**src/rtl/ddr_init_pkg.sv**
```systemverilog
package ddr_init_pkg;

  // {cs_n, ras_n, cas_n, we_n}
  typedef enum logic [3:0] {
    CMD_MRS = 4'b0000,
    CMD_AR  = 4'b0001,
    CMD_PRE = 4'b0010,
    CMD_ACT = 4'b0011,
    CMD_NOP = 4'b0111
  } ddrCmdE;

  typedef enum logic [2:0] {
    K_PRE,
    K_EMRS,
    K_MRS_DLL,
    K_AR,
    K_MRS_FIN
  } stepKindE;

  // Strobes from control to datapath
  typedef struct packed {
    logic     ckeOn;
    logic     issue;
    stepKindE kind;
    logic     doneSet;
  } seqStrobeT;

  localparam int NUM_STEPS = 7;

endpackage

```
**src/rtl/ddr_init_ctrl.sv**
```systemverilog
module ddr_init_ctrl
  import ddr_init_pkg::*;
(
  input  logic      clk,
  input  logic      rst,
  input  logic      arEarly,
  input  logic      gapZero,
  output seqStrobeT strobe
);

  typedef enum logic [1:0] {S_PWR, S_RUN, S_FIN, S_DONE} phaseE;

  localparam int STEP_W = $clog2(NUM_STEPS + 1);
  localparam logic [STEP_W-1:0] LAST_STEP = STEP_W'(NUM_STEPS - 1);

  phaseE             phase, phaseNxt;
  logic [STEP_W-1:0] step, stepNxt;
  logic              earlyQ;

  // Which command belongs to each step, for both orders
  function automatic stepKindE kindOf(input logic early, input logic [STEP_W-1:0] s);
    stepKindE k;
    case (s)
      STEP_W'(0): k = K_PRE;
      STEP_W'(1): k = K_EMRS;
      STEP_W'(2): k = K_MRS_DLL;
      STEP_W'(3): k = early ? K_AR : K_PRE;
      STEP_W'(4): k = K_AR;
      STEP_W'(5): k = early ? K_PRE : K_AR;
      default:    k = K_MRS_FIN;
    endcase
    return k;
  endfunction

  always_comb begin
    phaseNxt       = phase;
    stepNxt        = step;
    strobe.ckeOn   = 1'b0;
    strobe.issue   = 1'b0;
    strobe.kind    = kindOf(earlyQ, step);
    strobe.doneSet = 1'b0;
    case (phase)
      S_PWR: begin
        if (gapZero) begin
          strobe.ckeOn = 1'b1;
          phaseNxt     = S_RUN;
        end
      end
      S_RUN: begin
        if (gapZero) begin
          strobe.issue = 1'b1;
          stepNxt      = step + STEP_W'(1);
          if (step == LAST_STEP) phaseNxt = S_FIN;
        end
      end
      S_FIN: begin
        if (gapZero) begin
          strobe.doneSet = 1'b1;
          phaseNxt       = S_DONE;
        end
      end
      default: ;
    endcase
  end

  always_ff @(posedge clk) begin
    if (rst) begin
      phase  <= S_PWR;
      step   <= '0;
      earlyQ <= arEarly;
    end else begin
      phase  <= phaseNxt;
      step   <= stepNxt;
    end
  end

endmodule

```
**src/rtl/ddr_init_dpath.sv**
```systemverilog
module ddr_init_dpath
  import ddr_init_pkg::*;
#(
  parameter int PWR_WAIT = 25000,
  parameter int T_MRD    = 2,
  parameter int T_RP     = 3,
  parameter int T_RFC    = 10,
  parameter int DLL_WIN  = 200,
  parameter int ADDR_W   = 12
) (
  input  logic              clk,
  input  logic              rst,
  input  seqStrobeT         strobe,
  input  logic [ADDR_W-1:0] modeCode,
  input  logic [ADDR_W-1:0] emrsCode,
  output logic              gapZero,
  output logic              ddrCke,
  output logic [3:0]        ddrCmdN,
  output logic [1:0]        ddrBa,
  output logic [ADDR_W-1:0] ddrAddr,
  output logic              initDone,
  output logic              readOk
);

  localparam int PWR_E = (PWR_WAIT < 1) ? 1 : PWR_WAIT;
  localparam int MRD_E = (T_MRD    < 1) ? 1 : T_MRD;
  localparam int RP_E  = (T_RP     < 1) ? 1 : T_RP;
  localparam int RFC_E = (T_RFC    < 1) ? 1 : T_RFC;
  localparam int DLL_E = (DLL_WIN  < 1) ? 1 : DLL_WIN;
  localparam int MAX_A = (PWR_E > MRD_E) ? PWR_E : MRD_E;
  localparam int MAX_B = (RP_E  > RFC_E) ? RP_E  : RFC_E;
  localparam int MAX_G = (MAX_A > MAX_B) ? MAX_A : MAX_B;
  localparam int CNT_W = $clog2(MAX_G + 2);
  localparam int DLL_W = $clog2(DLL_E + 1);
  localparam int AP_BIT  = 10;
  localparam int DLL_BIT = 8;

  logic [CNT_W-1:0] gapCnt;
  logic [DLL_W-1:0] dllCnt;
  logic             dllArmed;

  // Spacing that follows each command kind
  function automatic logic [CNT_W-1:0] gapLoad(input stepKindE k);
    logic [CNT_W-1:0] g;
    case (k)
      K_PRE:   g = CNT_W'(RP_E - 1);
      K_AR:    g = CNT_W'(RFC_E - 1);
      default: g = CNT_W'(MRD_E - 1);
    endcase
    return g;
  endfunction

  assign gapZero = (gapCnt == '0);

  always_ff @(posedge clk) begin
    if (rst) begin
      gapCnt <= CNT_W'(PWR_E);
    end else if (strobe.ckeOn) begin
      gapCnt <= '0;
    end else if (strobe.issue) begin
      gapCnt <= gapLoad(strobe.kind);
    end else if (!gapZero) begin
      gapCnt <= gapCnt - CNT_W'(1);
    end
  end

  // DLL lock window, independent of the command sequence
  always_ff @(posedge clk) begin
    if (rst) begin
      dllCnt   <= '0;
      dllArmed <= 1'b0;
      readOk   <= 1'b0;
    end else if (strobe.issue && strobe.kind == K_MRS_DLL) begin
      dllCnt   <= DLL_W'(DLL_E - 1);
      dllArmed <= 1'b1;
    end else if (dllArmed) begin
      if (dllCnt == '0) begin
        readOk   <= 1'b1;
        dllArmed <= 1'b0;
      end else begin
        dllCnt <= dllCnt - DLL_W'(1);
      end
    end
  end

  // Pin registers
  always_ff @(posedge clk) begin
    if (rst) begin
      ddrCke   <= 1'b0;
      ddrCmdN  <= CMD_NOP;
      ddrBa    <= 2'b00;
      ddrAddr  <= '0;
      initDone <= 1'b0;
    end else begin
      if (strobe.ckeOn)   ddrCke   <= 1'b1;
      if (strobe.doneSet) initDone <= 1'b1;
      ddrCmdN <= CMD_NOP;
      ddrBa   <= 2'b00;
      ddrAddr <= '0;
      if (strobe.issue) begin
        case (strobe.kind)
          K_PRE: begin
            ddrCmdN         <= CMD_PRE;
            ddrAddr[AP_BIT] <= 1'b1;
          end
          K_EMRS: begin
            ddrCmdN <= CMD_MRS;
            ddrBa   <= 2'b01;
            ddrAddr <= emrsCode;
          end
          K_MRS_DLL: begin
            ddrCmdN          <= CMD_MRS;
            ddrAddr          <= modeCode;
            ddrAddr[DLL_BIT] <= 1'b1;
          end
          K_AR: begin
            ddrCmdN <= CMD_AR;
          end
          default: begin
            ddrCmdN          <= CMD_MRS;
            ddrAddr          <= modeCode;
            ddrAddr[DLL_BIT] <= 1'b0;
          end
        endcase
      end
    end
  end

endmodule

```
**src/rtl/ddr_init_seq.sv**
```systemverilog
module ddr_init_seq
  import ddr_init_pkg::*;
#(
  parameter int PWR_WAIT = 25000,
  parameter int T_MRD    = 2,
  parameter int T_RP     = 3,
  parameter int T_RFC    = 10,
  parameter int DLL_WIN  = 200,
  parameter int ADDR_W   = 12
) (
  input  logic              clk,
  input  logic              rst,
  input  logic              arEarly,
  input  logic [ADDR_W-1:0] modeCode,
  input  logic [ADDR_W-1:0] emrsCode,
  output logic              ddrCke,
  output logic [3:0]        ddrCmdN,
  output logic [1:0]        ddrBa,
  output logic [ADDR_W-1:0] ddrAddr,
  output logic              initDone,
  output logic              readOk
);

  seqStrobeT strobe;
  logic      gapZero;

  ddr_init_ctrl ctrl_i (
    .clk     (clk),
    .rst     (rst),
    .arEarly (arEarly),
    .gapZero (gapZero),
    .strobe  (strobe)
  );

  ddr_init_dpath #(
    .PWR_WAIT (PWR_WAIT),
    .T_MRD    (T_MRD),
    .T_RP     (T_RP),
    .T_RFC    (T_RFC),
    .DLL_WIN  (DLL_WIN),
    .ADDR_W   (ADDR_W)
  ) dpath_i (
    .clk      (clk),
    .rst      (rst),
    .strobe   (strobe),
    .modeCode (modeCode),
    .emrsCode (emrsCode),
    .gapZero  (gapZero),
    .ddrCke   (ddrCke),
    .ddrCmdN  (ddrCmdN),
    .ddrBa    (ddrBa),
    .ddrAddr  (ddrAddr),
    .initDone (initDone),
    .readOk   (readOk)
  );

endmodule

```
**config.mk**
```make
export PLATFORM = sky130hd
export DESIGN_NAME = ddr_init_seq
export DESIGN_NICKNAME = d
export VERILOG_FILES = /design/src/rtl/ddr_init_pkg.sv /design/src/rtl/ddr_init_ctrl.sv /design/src/rtl/ddr_init_dpath.sv /design/src/rtl/ddr_init_seq.sv
export SDC_FILE = /design/constraint.sdc
export NUM_CORES = 1
export LEC_CHECK = 0
export BUFFER_PORTS_ARGS = -buffer_cell sky130_fd_sc_hd__clkbuf_2
export CAP_MARGIN = 20
export CORE_MARGIN = 1
export CORE_UTILIZATION = 55
export CTS_CLUSTER_DIAMETER = 150
export CTS_CLUSTER_SIZE = 12
export DETAILED_ROUTE_END_ITERATION = 10
export MAX_ROUTING_LAYER = met4
export PLACE_DENSITY = 0.8
export SETUP_SLACK_MARGIN = 0.5
export SYNTH_ARGS = -nofsm -noshare
export SYNTH_HDL_FRONTEND = slang
export SYNTH_SLANG_ARGS = --single-unit
export TNS_END_PERCENT = 1
```
**constraint.sdc**
```tcl
create_clock -name clk -period 5.7 [get_ports clk]
set_clock_uncertainty 0.2 [all_clocks]
set_input_delay 0.57 -clock clk [delete_from_list [all_inputs] [get_ports clk]]
set_output_delay 0.57 -clock clk [all_outputs]
set_load 0.05 [all_outputs]
```
# Word level (Yosys, flattened, before mapping)
# Index checks and enable logic that the tools add are counted.
[word_totals]
register_bits = 51
word_cells = 82
in_bits = 27
out_inout_bits = 21
[classes]
n_reduce_logical = 17
addsub = 3
mux = 27
n_eq_ne = 18
n_bitwise = 3
[op_table]
columns = ["op", "n"]
rows = [
  ["$mux 15", 3],
  ["$pmux 10 s3", 1],
  ["$mux 8", 3],
  ["$pmux 3 s6", 1],
  ["$logic_not 15->1", 1],
  ["$sub 15x1->15 const B", 1],
  ["$eq 3x2->1 const B", 4],
  ["$mux 2", 6],
  ["$ne 2x1->1 const B", 6],
  ["$eq 3x3->1 const B", 3],
  ["$logic_not 8->1", 1],
  ["$mux 1", 8],
  ["$pmux 4 s2", 1],
  ["$reduce_or 2->1", 4],
  ["$sub 8x1->8 const B", 1],
  ["$eq 3x1->1 const B", 2],
  ["$logic_not 3->1", 2],
  ["$pmux 2 s3", 1],
  ["$reduce_and 2->1", 3],
  ["$reduce_and 5->1", 1],
  ["$pmux 2 s2", 1],
  ["$add 3x1->3 const B", 1],
  ["$ne 3x2->1 const B", 1],
  ["$not 1->1", 3],
  ["9 further kinds", 9],
]

# Longest topological paths before layout
# Gate-level depths: netlist of the first run.
[logic_depth]
word_depth = 6
depth_mapped = 9
ltp_nobuf = 7

# By module
# From an unflattened synthesis of the first run, not the netlist that was laid out.
[hier_totals]
cells_unflattened = 259
hier_area_um2 = 2374.8
[modules_own_cells]
columns = ["mod", "instances", "area_per_inst_um2", "cells_per_inst", "seq_area_each_um2"]
rows = [
  ["ddr_init_dpath", 1, 1946.9, 211, 860.8],
  ["ddr_init_ctrl", 1, 427.9, 48, 130.1],
]

# Worst setup path before layout of the first run
# Ideal clock, no wire load.
[synth_path]
path_kind = "flip-flop to flip-flop"
start = "register dpath_i.gapCnt[0]"
end = "register ctrl_i.phase[0]"
path_buffers = 0
required_time_ns = 5.377
setup_time_ns = 0.123
path_stages_with_launch = 8
period_less_slack_ns = 2.572
arrival_ns = 2.249
setup_slack_ns = 3.128
path_cell_list = "dfxtp_1 inv_1 ha_1 or4b_2 nor4_4 nand3_1 a211oi_2 mux2_1"
[synth_via]
elab_chain_cells = 3
word_cells_on_any_way = 5
cone_classes = "3 x eq/ne; 2 x reduce/logical"
[synth_lines]
columns = ["item", "line", "source"]
rows = [
  ["start: declaration", "ddr_init_dpath.sv:38", "logic [CNT_W-1:0] gapCnt;"],
  ["start signal: assignment", "ddr_init_dpath.sv:57", "gapCnt <= CNT_W'(PWR_E);"],
  ["start signal: assignment", "ddr_init_dpath.sv:61", "gapCnt <= gapLoad(strobe.kind);"],
  ["start signal: assignment", "ddr_init_dpath.sv:63", "gapCnt <= gapCnt - CNT_W'(1);"],
  ["$logic_not 15->1 (*)", "ddr_init_dpath.sv:53", "assign gapZero = (gapCnt == '0);"],
  ["$ne 2x1->1 (no line)", "--", ""],
  ["$reduce_and 5->1 (no line) (*)", "--", ""],
  ["end signal: assignment", "ddr_init_ctrl.sv:72", "phase <= phaseNxt;"],
  ["end: declaration", "ddr_init_ctrl.sv:16", "phaseE phase, phaseNxt;"],
]
# Mark *: on every way between the ends. The rest lies on a longest branch, timed or not.
# A chain may end at the register's enable or synchronous reset.

# Worst setup path in the final report of the first run
[layout_path]
start = "register dpath_i.gapCnt[0]"
end = "register dpath_i.ddrCmdN[1]"
[layout_via]
elab_chain_cells = 5
[layout_lines]
columns = ["item", "line", "source"]
rows = [
  ["$logic_not 15->1", "ddr_init_dpath.sv:53", ""],
  ["$mux 1", "ddr_init_ctrl.sv:50", "if (gapZero) begin"],
  ["$mux 1", "ddr_init_ctrl.sv:42", "case (phase)"],
  ["$not 1->1 (no line)", "--", ""],
  ["$reduce_or 2->1 (no line)", "--", ""],
  ["end signal: assignment", "ddr_init_dpath.sv:90", "ddrCmdN <= CMD_NOP;"],
  ["end signal: assignment", "ddr_init_dpath.sv:97", "ddrCmdN <= CMD_NOP;"],
  ["end signal: assignment", "ddr_init_dpath.sv:103", "ddrCmdN <= CMD_PRE;"],
  ["end: declaration", "ddr_init_dpath.sv:18", "output logic [3:0] ddrCmdN,"],
]
# Every way passes these cells.

==> key figures, run 1 <==
GRT
  • Number of global-route vias before repair: about 1600
  • Met2 global-route usage: 0.3457
  • GR Layer Usage met3: 0.05308
  • First-pass GRT wire length: around 6700 um
  • Antenna violations before repair: 0
  • Most used routing layer: met2
  • GRT met1 Usage: 0.2268
  • Total gr overflow: 0
  • All-Layer GR Usage: 0.2017
  • Largest net degree at the start of global routing: 31

Setup path
  • Worst Setup Start Kind: flop
  • Crit path capture type: flop
  • Maximum net fanout on the critical path: 17
  • Critical Path AT: between 3 and 4 ns
  • Required @ worst endpoint: roughly 5.7 ns
  • Critical path class: flop to flop

Logic synthesis
  • Share of the synthesized area in the top cell type: 0.4197
  • Largest family of logic cells by synthesized area: simple AND/OR/NAND/NOR gates
  • Count leader, synth: dfxtp_1
  • Gate Count Post-Synth: about 260
  • Yosys cell types: 52
  • Post-synthesis compound-gate area fraction: 0.1459
  • Post-synth top area cell: dfxtp_1
  • Post-Synth Adder-Cell Area: 0.07104
  • Post-Synth XOR/XNOR Area: 0.03060
  • Mapped Area: 2290 um2
  • Commonest cells in the netlist: dfxtp_1 (48), nor2_1 (35), a21oi_1 (21)
  • Ranking of synthesized cells by area: dfxtp_1 (42%), ha_1 (7.1%), nor2_1 (5.7%)
  • Sequential share of the synthesized area: 0.4328
  • Seq cells post-synth: 49
  • Mux cell area share after synthesis: 0.03224
  • Avg Cell Area, Syn: about 9 um2
  • Number of warnings issued by yosys: 0
  • Number of synthesized flops with an enable pin: 1
  • Simple-gate share of the synthesized area: 0.2454
  • Post-synthesis async set-or-reset flop share: 0
  • Primary FF master, synth: dfxtp_1

Cells and area
  • Reg area: 991.0 um2
  • Share of layout cells above drive strength 1: 0.2013
  • Multi-input logic area: around 1200 um2
  • Fin nets: around 340
  • Fin cells: 348
  • Fill cells: between 300 and 400
  • Layout area overhead: 14.32%
  • # diodes: 0

Timing
  • Slew Limit Fails: 0
  • Setup_tns: 0 ns
  • Setup-failing EPs final: 0
  • Final min period: around 3.2 ns
  • RSZ-0062 raised after global routing: no
  • Crit share post-route: 0.5630
  • Min Hold Slack: ~0.24 ns
  • Max_slew headroom: 0.4308
  • Max Clk Rate: between 300 and 400 MHz
  • Fin. Hold Viols: 0
  • Slew @ Worst Pin: ~0.85 ns

Clock network
  • CTS buffer count: 5
  • CTS root buffer: clkbuf_8
  • Clk_lat worst skew: about 0.30 ns
  • TritonCTS clock tree: done
  • Clock Path Buffers: 2
  • CTS sink count: 49
  • Clk slew on worst S/H paths: approximately 0.09 ns
  • Post-CTS setup repair buffer count: 0
  • Htree depth: 2
  • Post-cts sizing count: 0
  • Cts hold-fix bufs: 0

Pwr
  • Total power: approximately 0.63 mW
  • Pwr dens: 241.6 nW/um2
  • Leakage: between 1 and 1.5 nW
  • Maximum VDD drop: around 0.17 mV

Placed design
  • Routability congestion estimate: 0.8842
  • Inst Count DP: 340
  • IO buf count: 44
  • Final HPWL DP: 3032 um

Drt
  • Vias: approximately 1900
  • Antenna Nets Post-Route: 0
  • Initial drt markers: 83
  • DRC: 0
  • WL final: between 4000 and 5000 um
  • TritonRoute pass-1 iters: 4
  • Via-to-Cell Ratio: between 5 and 6
  • Wire per inst: between 10 and 15 um

Die
  • Core area: roughly 4000 um2
  • Site Rows: 23
  • Initial Utilization: 0.5724
  • Die area: 4425 um2
  • Die Y: 66.52 um
  • IO Count: between 40 and 50
  • Die X: approximately 67 um

Worst hold path
  • Worst Hold Class: primary input to flop

Status
  • Outcome: finished, final reports clean

Flow run
  • MaxCap Viol Count: 0
-- through the flow --
| stage | setup slack [ns] | utilization | cell area (um2) |
|---|---|---|---|
| final | 2.491 | 0.6544 | 2618 |
| after global routing | 2.270 | 0.6544 | 2618 |
| after CTS | 2.455 | 0.6544 | 2618 |
| after detailed placement | 2.492 | 0.6303 | 2521 |
| after global placement | 2.508 | 0.6303 | 2521 |
| after floorplan | 3.128 | - | 2293 |
-- worst max-delay path, stage by stage (launching register included) --
cell,delay [ns]
dfxtp_1,0.34
inv_1,0.10
ha_1,0.24
or4b_2,0.64
nor4_4,0.66
nand2_2,0.24
or2_1,0.45
nand2b_1,0.22
-- per-layer routing --
layer	part of all wire	up-vias
met1	0.46	883
met3	0.033	5
li1	-	983
met2	0.49	38
met4	0.013	0
met5	0	-
-- registers in the layout, indices dropped and copies added (netlist names) --
name              cells
dpath_i.ddrAddr      12
ctrl_i.phase          2
dpath_i.ddrBa         1
dpath_i.dllArmed      1
dpath_i.ddrCmdN       3
dpath_i.dllCnt        8
dpath_i.initDone      1
dpath_i.readOk        1
dpath_i.ddrCke        1
ctrl_i.earlyQ         1
ctrl_i.step           3
dpath_i.gapCnt       15
-- area by class of cell --
| class | instances | share of cell area |
|---|---|---|
| Multi-Input combinational cell | 187 | 0.4622 |
| Sequential cell | 49 | 0.3786 |
| Timing Repair Buffer | 44 | 0.08413 |
| Clock buffer | 6 | 0.03155 |
| Tap cell | 50 | 0.02390 |
| Inverter | 10 | 0.01434 |
| Clock inverter | 2 | 0.005258 |
-- power breakdown --
group / total (mW) / switching (mW) / internal, mW
registers: 0.360 / 0.00844 / 0.351
clock network: 0.212 / 0.113 / 0.0984
logic: 0.0611 / 0.0335 / 0.0276
-- logic make-up after synthesis --
logic type | count (synthesis)
DFF | 49
xor gates and xnor gates | 8
buffers and inverters | 20
adders and majority gates | 13
muxes | 7
AOI/OAI and AO/OA | 51
other | 1
and+or+nand+nor | 106
-- final timing paths --
| path | start | end | slack [ns] | depth (start not counted) |
|---|---|---|---|---|
| min reg2reg | dpath_i.readOk | dpath_i.readOk | 0.28 | 2 |
| max reg2reg | dpath_i.gapCnt[0] | dpath_i.ddrCmdN[1] | 2.49 | 7 |
| min | arEarly | ctrl_i.earlyQ | 0.24 | 1 |
| max | dpath_i.gapCnt[0] | dpath_i.ddrCmdN[1] | 2.49 | 7 |
-- cell usage in the layout, fill, tap and decap left out, types with 7 or more instances in the layout --
cell	netlist	layout
a22oi_1	10	10
dfxtp_1	48	48
a21oi_1	21	21
clkbuf_2	0	44
nor3_1	11	11
nand2_1	12	12
nand3_1	7	7
or3_1	9	9
inv_1	10	10
ha_1	13	13
nor2_1	35	35
(Power assumes the default switching activity.)
==> run 2: changes to the inputs <==
--- a/config.mk
+++ b/config.mk
@@ -5,6 +5,7 @@
 export SDC_FILE = /design/constraint.sdc
 export NUM_CORES = 1
 export LEC_CHECK = 0
+export ABC_AREA = 1
 export BUFFER_PORTS_ARGS = -buffer_cell sky130_fd_sc_hd__clkbuf_2
 export CAP_MARGIN = 20
 export CORE_MARGIN = 1
@@ -13,7 +14,7 @@
 export CTS_CLUSTER_SIZE = 12
 export DETAILED_ROUTE_END_ITERATION = 10
 export MAX_ROUTING_LAYER = met4
-export PLACE_DENSITY = 0.8
+export PLACE_DENSITY = 0.79
 export SETUP_SLACK_MARGIN = 0.5
 export SYNTH_ARGS = -nofsm -noshare
 export SYNTH_HDL_FRONTEND = slang
==> constraint.sdc (replaced) <==
create_clock -name clk -period 3.02 [get_ports clk]
set_clock_uncertainty 0.2 [all_clocks]
set_input_delay 0.302 -clock clk [delete_from_list [all_inputs] [get_ports clk]]
set_output_delay 0.302 -clock clk [all_outputs]
set_load 0.05 [all_outputs]
==> key figures, run 2 <==
Setup path
  • Crit path capture type: flop
  • Worst Reg-to-Reg Cells: 10
  • Critical path class: flop to flop
  • Worst Setup Start Kind: flop
  • Maximum net fanout on the critical path: 22
  • Critical R2R Capture: dpath_i.ddrAddr[10]
  • CP max stage cell: dfxtp_1
  • Required @ worst endpoint: approximately 3.1 ns
  • R2r setup slk: a little under 0.9 ns
  • Crit-path cells: inv_1 > ha_1 > nand2_2 > nor2_4 > nand2_2 > nor2_4 > nand3_4 > nor2_8 > inv_1 > a21oi_1
  • CP max stage delay: around 0.33 ns
  • Critical Path AT: around 2.2 ns
  • Reg2reg start: dpath_i.gapCnt[0]

Cells and area
  • Layout area overhead: 14.37%
  • Final core utilization: 0.6563
  • Post-Layout Inst Area: about 2900 um2
  • Fin nets: ~430
  • Largest register FFs: 15
  • Commonest cells after routing, fill and taps aside: nand2_1 (80), dfxtp_1 (48), clkbuf_2 (44)
  • Top flop regs: dpath_i.gapCnt (15), dpath_i.ddrAddr (12), dpath_i.dllCnt (8)
  • Fill cells: approximately 390
  • Most common cell after layout, fill and taps aside: nand2_1
  • Share of layout cells above drive strength 1: 0.1825
  • # diodes: 0
  • Top reg by flops: dpath_i.gapCnt

Drt
  • Initial drt markers: 79
  • WL final: around 4800 um
  • Vias: between 2000 and 2500
  • Wire per inst: 10.83 um
  • Met2 WL post-DR: approximately 2200 um
  • DRC: 0
  • Top Layer Used: met4
  • Wire length on met1: between 2000 and 2500 um
  • Via-to-Cell Ratio: 4.937
  • TritonRoute pass-1 iters: 5
  • WL met3: ~210 um
  • Antenna Nets Post-Route: 0

Logic synthesis
  • Share of the synthesized area in the top cell type: 0.3846
  • Gate Count Post-Synth: ~340
  • Mapped Area: ~2500 um2
  • Number of synthesized flops with an enable pin: 1
  • Number of warnings issued by yosys: 0
  • Avg Cell Area, Syn: 7.306 um2
  • Post-synthesis async set-or-reset flop share: 0
  • Seq cells post-synth: 49
  • Post-synth top area cell: dfxtp_1
  • Count leader, synth: nand2_1
  • Ranking of synthesized cells by area: dfxtp_1 (38%), nand2_1 (12%), nand3_1 (7.2%)
  • Primary FF master, synth: dfxtp_1
  • Yosys cell types: 29
  • Sequential share of the synthesized area: 0.3966
  • Commonest cells in the netlist: nand2_1 (80), dfxtp_1 (48), inv_1 (42), nor2_1 (42), nand3_1 (36)

Clock network
  • CTS buffer count: 5
  • Clk_lat worst skew: ~0.30 ns
  • Post-CTS setup repair buffer count: 0
  • CTS root buffer: clkbuf_8
  • TritonCTS clock tree: done
  • Htree depth: 2
  • Clk slew on worst S/H paths: ~0.090 ns
  • Clock Path Buffers: 2
  • CTS sink count: 49

Timing
  • Slew Limit Fails: 0
  • Crit share post-route: 0.7092
  • Final min period: between 2 and 2.5 ns
  • Setup_tns: 0 ns
  • Setup-failing EPs final: 0
  • Max Clk Rate: approximately 470 MHz
  • Fin. Hold Viols: 0
  • RSZ-0062 raised after global routing: no
  • Min Hold Slack: between 0.006 and 0.007 ns

Pwr
  • Total power: 1.230 mW
  • Pwr dens: roughly 430 nW/um2
  • Leakage: 1.334 nW
  • Maximum VDD drop: 0.2455 mV

Placed design
  • Final HPWL DP: 3627 um
  • Routability congestion estimate: approximately 0.87
  • Post-Place Cell Area: roughly 2700 um2
  • IO buf count: 44

Die
  • Core area: 4354 um2
  • Die area: about 4800 um2
  • Site Rows: 24
  • IO Count: 48
  • Die Y: between 60 and 70 um
  • Die X: a little under 70 um
  • Initial Utilization: 0.5739

GRT
  • Total gr overflow: 0
  • Number of global-route vias before repair: 1981
  • Antenna violations before repair: 0
  • First-pass GRT wire length: 8259 um
  • Largest net degree at the start of global routing: 23
  • All-Layer GR Usage: 0.2149

Flow run
  • MaxCap Viol Count: 0

Worst hold path
  • Hold_sp: modeCode[2]
  • Worst Hold End: dpath_i.ddrAddr[2]
  • Worst Hold Class: primary input to flop
  • Hold path cells: 3

Status
  • Outcome: finished, final reports clean
## run 2: cell count changes after synthesis, sizes merged, moves of 4 or more
cell | previous run | this run
nand2 | 13 | 84
nor3 | 11 | 5
a21oi | 21 | 15
nor2 | 35 | 50
nand4 | 3 | 7
nand3 | 7 | 38
o21ai | 3 | 9
inv | 10 | 43
nor2b | 4 | 0
nand2b | 6 | 0
a22oi | 10 | 0
mux2i | 4 | 0
or3 | 9 | 0
## run 2: layout make-up
class,instances,area [um2],area share
flip-flops and latches,49,991.0,0.3468
repair buffers,45,230.2,0.08056
inverters,43,161.4,0.05648
clock buffers,5,68.82,0.02408
clock inverters,3,45.04,0.01576
well taps,52,65.06,0.02277
multi-input cells,244,1296,0.4536
## run 2: cells by family (layout without fill, tap and decap cells)
kind of cell,count (synthesis),after routing,synth area share
simple gates,191,191,0.3535
buf+inv,50,96,0.08713
flops,49,49,0.3966
compound gates,26,26,0.05408
fa+ha+maj,13,13,0.06510
xor+xnor,12,12,0.04206
other cells,1,2,0.001501
## run 2: critical path, delay by kind of cell (launching register included)
| kind | cells | cell delay (ns) |
|---|---|---|
| simple gates | 6 | 0.93 |
| flops | 1 | 0.33 |
| buf+inv | 2 | 0.27 |
| fa+ha+maj | 1 | 0.24 |
| compound gates | 1 | 0.12 |
## run 2: per-stage QoR
stage | std cells | setup WS [ns]
2_1_floorplan | 343 | 1.244
3_5_place_dp | 432 | 0.7991
5_1_grt | 441 | 0.6862
4_1_cts | 441 | 0.7647
6_report | 441 | 0.8781
3_3_place_gp | 432 | 0.8053
## run 2: worst max path at each step
stage / startpoint / endpoint / cells past startpoint
detailed placement: ctrl_i.step[0] / dpath_i.ddrAddr[10] / 9
global route: dpath_i.gapCnt[0] / dpath_i.ddrBa[0] / 10
CTS: ctrl_i.step[0] / dpath_i.ddrAddr[10] / 9
finish: dpath_i.gapCnt[0] / dpath_i.ddrAddr[10] / 10
global placement: ctrl_i.step[0] / dpath_i.ddrAddr[10] / 9
floorplan: ctrl_i.step[0] / dpath_i.dllCnt[1] / 9
## run 2: where the power goes
group | internal, mW | switching, mW
logic | 0.0357 | 0.0496
registers | 0.660 | 0.0114
clock network | 0.249 | 0.225
## run 2: layer usage
layer	track usage	vias to the layer above
li1	-	1179
met1	0.2654	939
met2	0.3484	51
met3	0.04797	8
met4	0.07029	0
met5	-	-
## run 2: what timing repair did
action	4_1_cts	5_1_grt
hold buffers	1	0
endpoints found under the hold margin	1	0
resized for setup	0	1
setup endpoints to repair	0	1
==> run 3: changes to the inputs <==
--- a/config.mk
+++ b/config.mk
@@ -9,12 +9,12 @@
 export BUFFER_PORTS_ARGS = -buffer_cell sky130_fd_sc_hd__clkbuf_2
 export CAP_MARGIN = 20
 export CORE_MARGIN = 1
-export CORE_UTILIZATION = 55
+export CORE_UTILIZATION = 50
 export CTS_CLUSTER_DIAMETER = 150
 export CTS_CLUSTER_SIZE = 12
 export DETAILED_ROUTE_END_ITERATION = 10
 export MAX_ROUTING_LAYER = met4
-export PLACE_DENSITY = 0.79
+export PLACE_DENSITY = 0.76
 export SETUP_SLACK_MARGIN = 0.5
 export SYNTH_ARGS = -nofsm -noshare
 export SYNTH_HDL_FRONTEND = slang
==> constraint.sdc (replaced) <==
create_clock -name clk -period 1.9 [get_ports clk]
set_clock_uncertainty 0.2 [all_clocks]
set_input_delay 0.19 -clock clk [delete_from_list [all_inputs] [get_ports clk]]
set_output_delay 0.19 -clock clk [all_outputs]
set_load 0.05 [all_outputs]
==> key figures, run 3 (synthesis gave the netlist of run 2 again) <==
Status
  • Outcome: finished, final reports clean

Cells and area
  • Top flop regs: dpath_i.gapCnt (15), dpath_i.ddrAddr (12), dpath_i.dllCnt (8)
  • Layout area overhead: 37.66%
  • Top reg by flops: dpath_i.gapCnt
  • Share of layout cells above drive strength 1: 0.3023
  • # diodes: 0
  • Fin nets: between 400 and 500
  • Fill cells: about 380
  • Commonest cells after routing, fill and taps aside: nand2_1 (74), clkbuf_2 (44), dfxtp_1 (41)
  • Post-Layout Inst Area: between 3000 and 4000 um2
  • Largest register FFs: 15
  • Final core utilization: 0.7234
  • Most common cell after layout, fill and taps aside: nand2_1

Timing
  • Crit share post-route: 0.9989
  • Slew Limit Fails: 0
  • Final setup margin: between 0.002 and 0.0025 ns
  • Final min period: around 1.9 ns
  • Fin. Hold Viols: 0
  • Max Clk Rate: 526.9 MHz
  • Setup-failing EPs final: 0
  • Min Hold Slack: around 0.046 ns
  • RSZ-0062 raised after global routing: yes

Drt
  • WL final: roughly 6500 um
  • Wire per inst: roughly 13 um
  • Via-to-Cell Ratio: roughly 5
  • TritonRoute pass-1 iters: 4
  • Initial drt markers: around 130
  • Antenna Nets Post-Route: 0
  • DRC: 0
  • Vias: 2482

Placed design
  • IO buf count: between 40 and 50
  • Routability congestion estimate: slightly below 0.9
  • Post-Place Cell Area: around 2900 um2
  • Final HPWL DP: between 3000 and 4000 um
  • Pre-CTS setup slack: about 0.054 ns

Clock network
  • CTS root buffer: clkbuf_8
  • Clk slew on worst S/H paths: approximately 0.11 ns
  • Clock Path Buffers: 2
  • Htree depth: 2
  • CTS sink count: between 40 and 50
  • TritonCTS clock tree: done
  • CTS buffer count: 5
  • Clk_lat worst skew: between 0.3 and 0.4 ns

Setup path
  • Required @ worst endpoint: 1.98 ns
  • Critical path class: flop to flop
  • Critical R2R Capture: dpath_i.ddrAddr[2]
  • Worst Reg-to-Reg Cells: 11
  • Reg2reg start: dpath_i.gapCnt[0]
  • Worst Setup Start Kind: flop
  • Crit path capture type: flop
  • Critical Path AT: about 2.0 ns
  • Maximum net fanout on the critical path: 10
  • R2r setup slk: between 0.002 and 0.0025 ns

Die
  • Site Rows: 25
  • IO Count: 48
  • Die Y: between 70 and 80 um
  • Die area: about 5300 um2
  • Core area: around 4800 um2
  • Initial Utilization: 0.5255
  • Die X: between 70 and 80 um

Pwr
  • Combinational Power Share: 0.101
  • NetSw: 0.5110 mW
  • Total power: slightly above 2 mW
  • Pwr dens: 599.2 nW/um2
  • Maximum VDD drop: roughly 0.35 mV
  • Clock Power Share: 0.377
  • Sw Ratio: 0.2480
  • Internal power: about 1.5 mW
  • Sequential power share: 0.522
  • Leakage: 1.558 nW

GRT
  • Number of global-route vias before repair: roughly 2200
  • All-Layer GR Usage: 0.2436
  • Total gr overflow: 0
  • Antenna violations before repair: 0
  • First-pass GRT wire length: slightly below 10000 um
  • Largest net degree at the start of global routing: 22

Worst hold path
  • Worst Hold Class: primary input to flop
  • Worst Hold End: dpath_i.readOk
  • Hold_sp: rst
  • Hold path cells: 4

Flow run
  • MaxCap Viol Count: 0
-- run 3: cell types whose count changed in the layout (fill, tap and decap cells not counted), sizes merged --
| cell | previous run | this run |
|---|---|---|
| buf | 0 | 17 |
| dlygate4sd3 | 1 | 24 |
| clkbuf | 49 | 50 |
-- run 3: power groups by stage --
stage	logic (mW)	registers, mW	clock network (mW)
6_report	0.208	1.08	0.777
5_1_grt	0.227	1.08	0.816
4_1_cts	0.185	1.07	0.784
3_5_place_dp	0.146	1.09	0
3_3_place_gp	0.142	1.09	0
2_1_floorplan	0.100	1.09	0
-- run 3: what timing repair did --
| action | 4_1_cts | 5_1_grt |
|---|---|---|
| resized for setup | 1 | 47 |
| hold buffers | 24 | 0 |
| endpoints found under the setup margin | 48 | 48 |
| endpoints found under the hold margin | 13 | 0 |
| setup buffers | 0 | 2 |
| gates cloned | 0 | 2 |
| pin swaps | 0 | 14 |
-- run 3: through the flow --
| step | TNS, ns | instances |
|---|---|---|
| 3_5_place_dp | 0 | 461 |
| 3_3_place_gp | 0 | 461 |
| 4_1_cts | 0 | 493 |
| 5_1_grt | -0.7555 | 497 |
| 2_1_floorplan | 0 | 343 |
| 6_report | 0 | 497 |
-- run 3: how the worst max path moves through the flow --
stage	cells after the start	end	startpoint	slack [ns]
2_1_floorplan	11	dpath_i.ddrAddr[7]	dpath_i.gapCnt[0]	0.23
6_report	11	dpath_i.ddrAddr[2]	dpath_i.gapCnt[0]	0.002
3_3_place_gp	11	dpath_i.ddrAddr[11]	dpath_i.gapCnt[0]	0.1
4_1_cts	11	dpath_i.ddrAddr[1]	dpath_i.gapCnt[0]	0.05
5_1_grt	11	dpath_i.ddrAddr[2]	dpath_i.gapCnt[0]	-0.09
3_5_place_dp	9	dpath_i.dllCnt[5]	dpath_i.dllCnt[0]	0.05
-- run 3: area by class of cell --
cell class	instances	area (um2)	area share
flip-flops and latches	49	999.7	0.2907
clock buffers	5	68.82	0.02001
well taps	67	83.83	0.02437
inverters	43	163.9	0.04765
repair buffers	86	629.4	0.1830
multi-input cells	244	1450	0.4216
clock inverters	3	43.79	0.01273
-- run 3: critical path: stages (launching register included) --
cell and delay (ns):
dfxtp_2 0.35, inv_4 0.07, ha_4 0.14, nand2_4 0.09, nor2_4 0.10, nand2_2 0.08
nor2_4 0.15, nand3_4 0.15, nor2_8 0.19, clkbuf_16 0.17, nand3_1 0.09, nand2_1 0.08
-- run 3: routing by layer --
metal | track usage | share of wire | vias to the layer above
met4 | 0.08497 | 0.036 | 0
met2 | 0.4289 | 0.49 | 87
met3 | 0.04558 | 0.061 | 24
met5 | - | 0 | -
li1 | - | - | 1253
met1 | 0.2761 | 0.41 | 1118
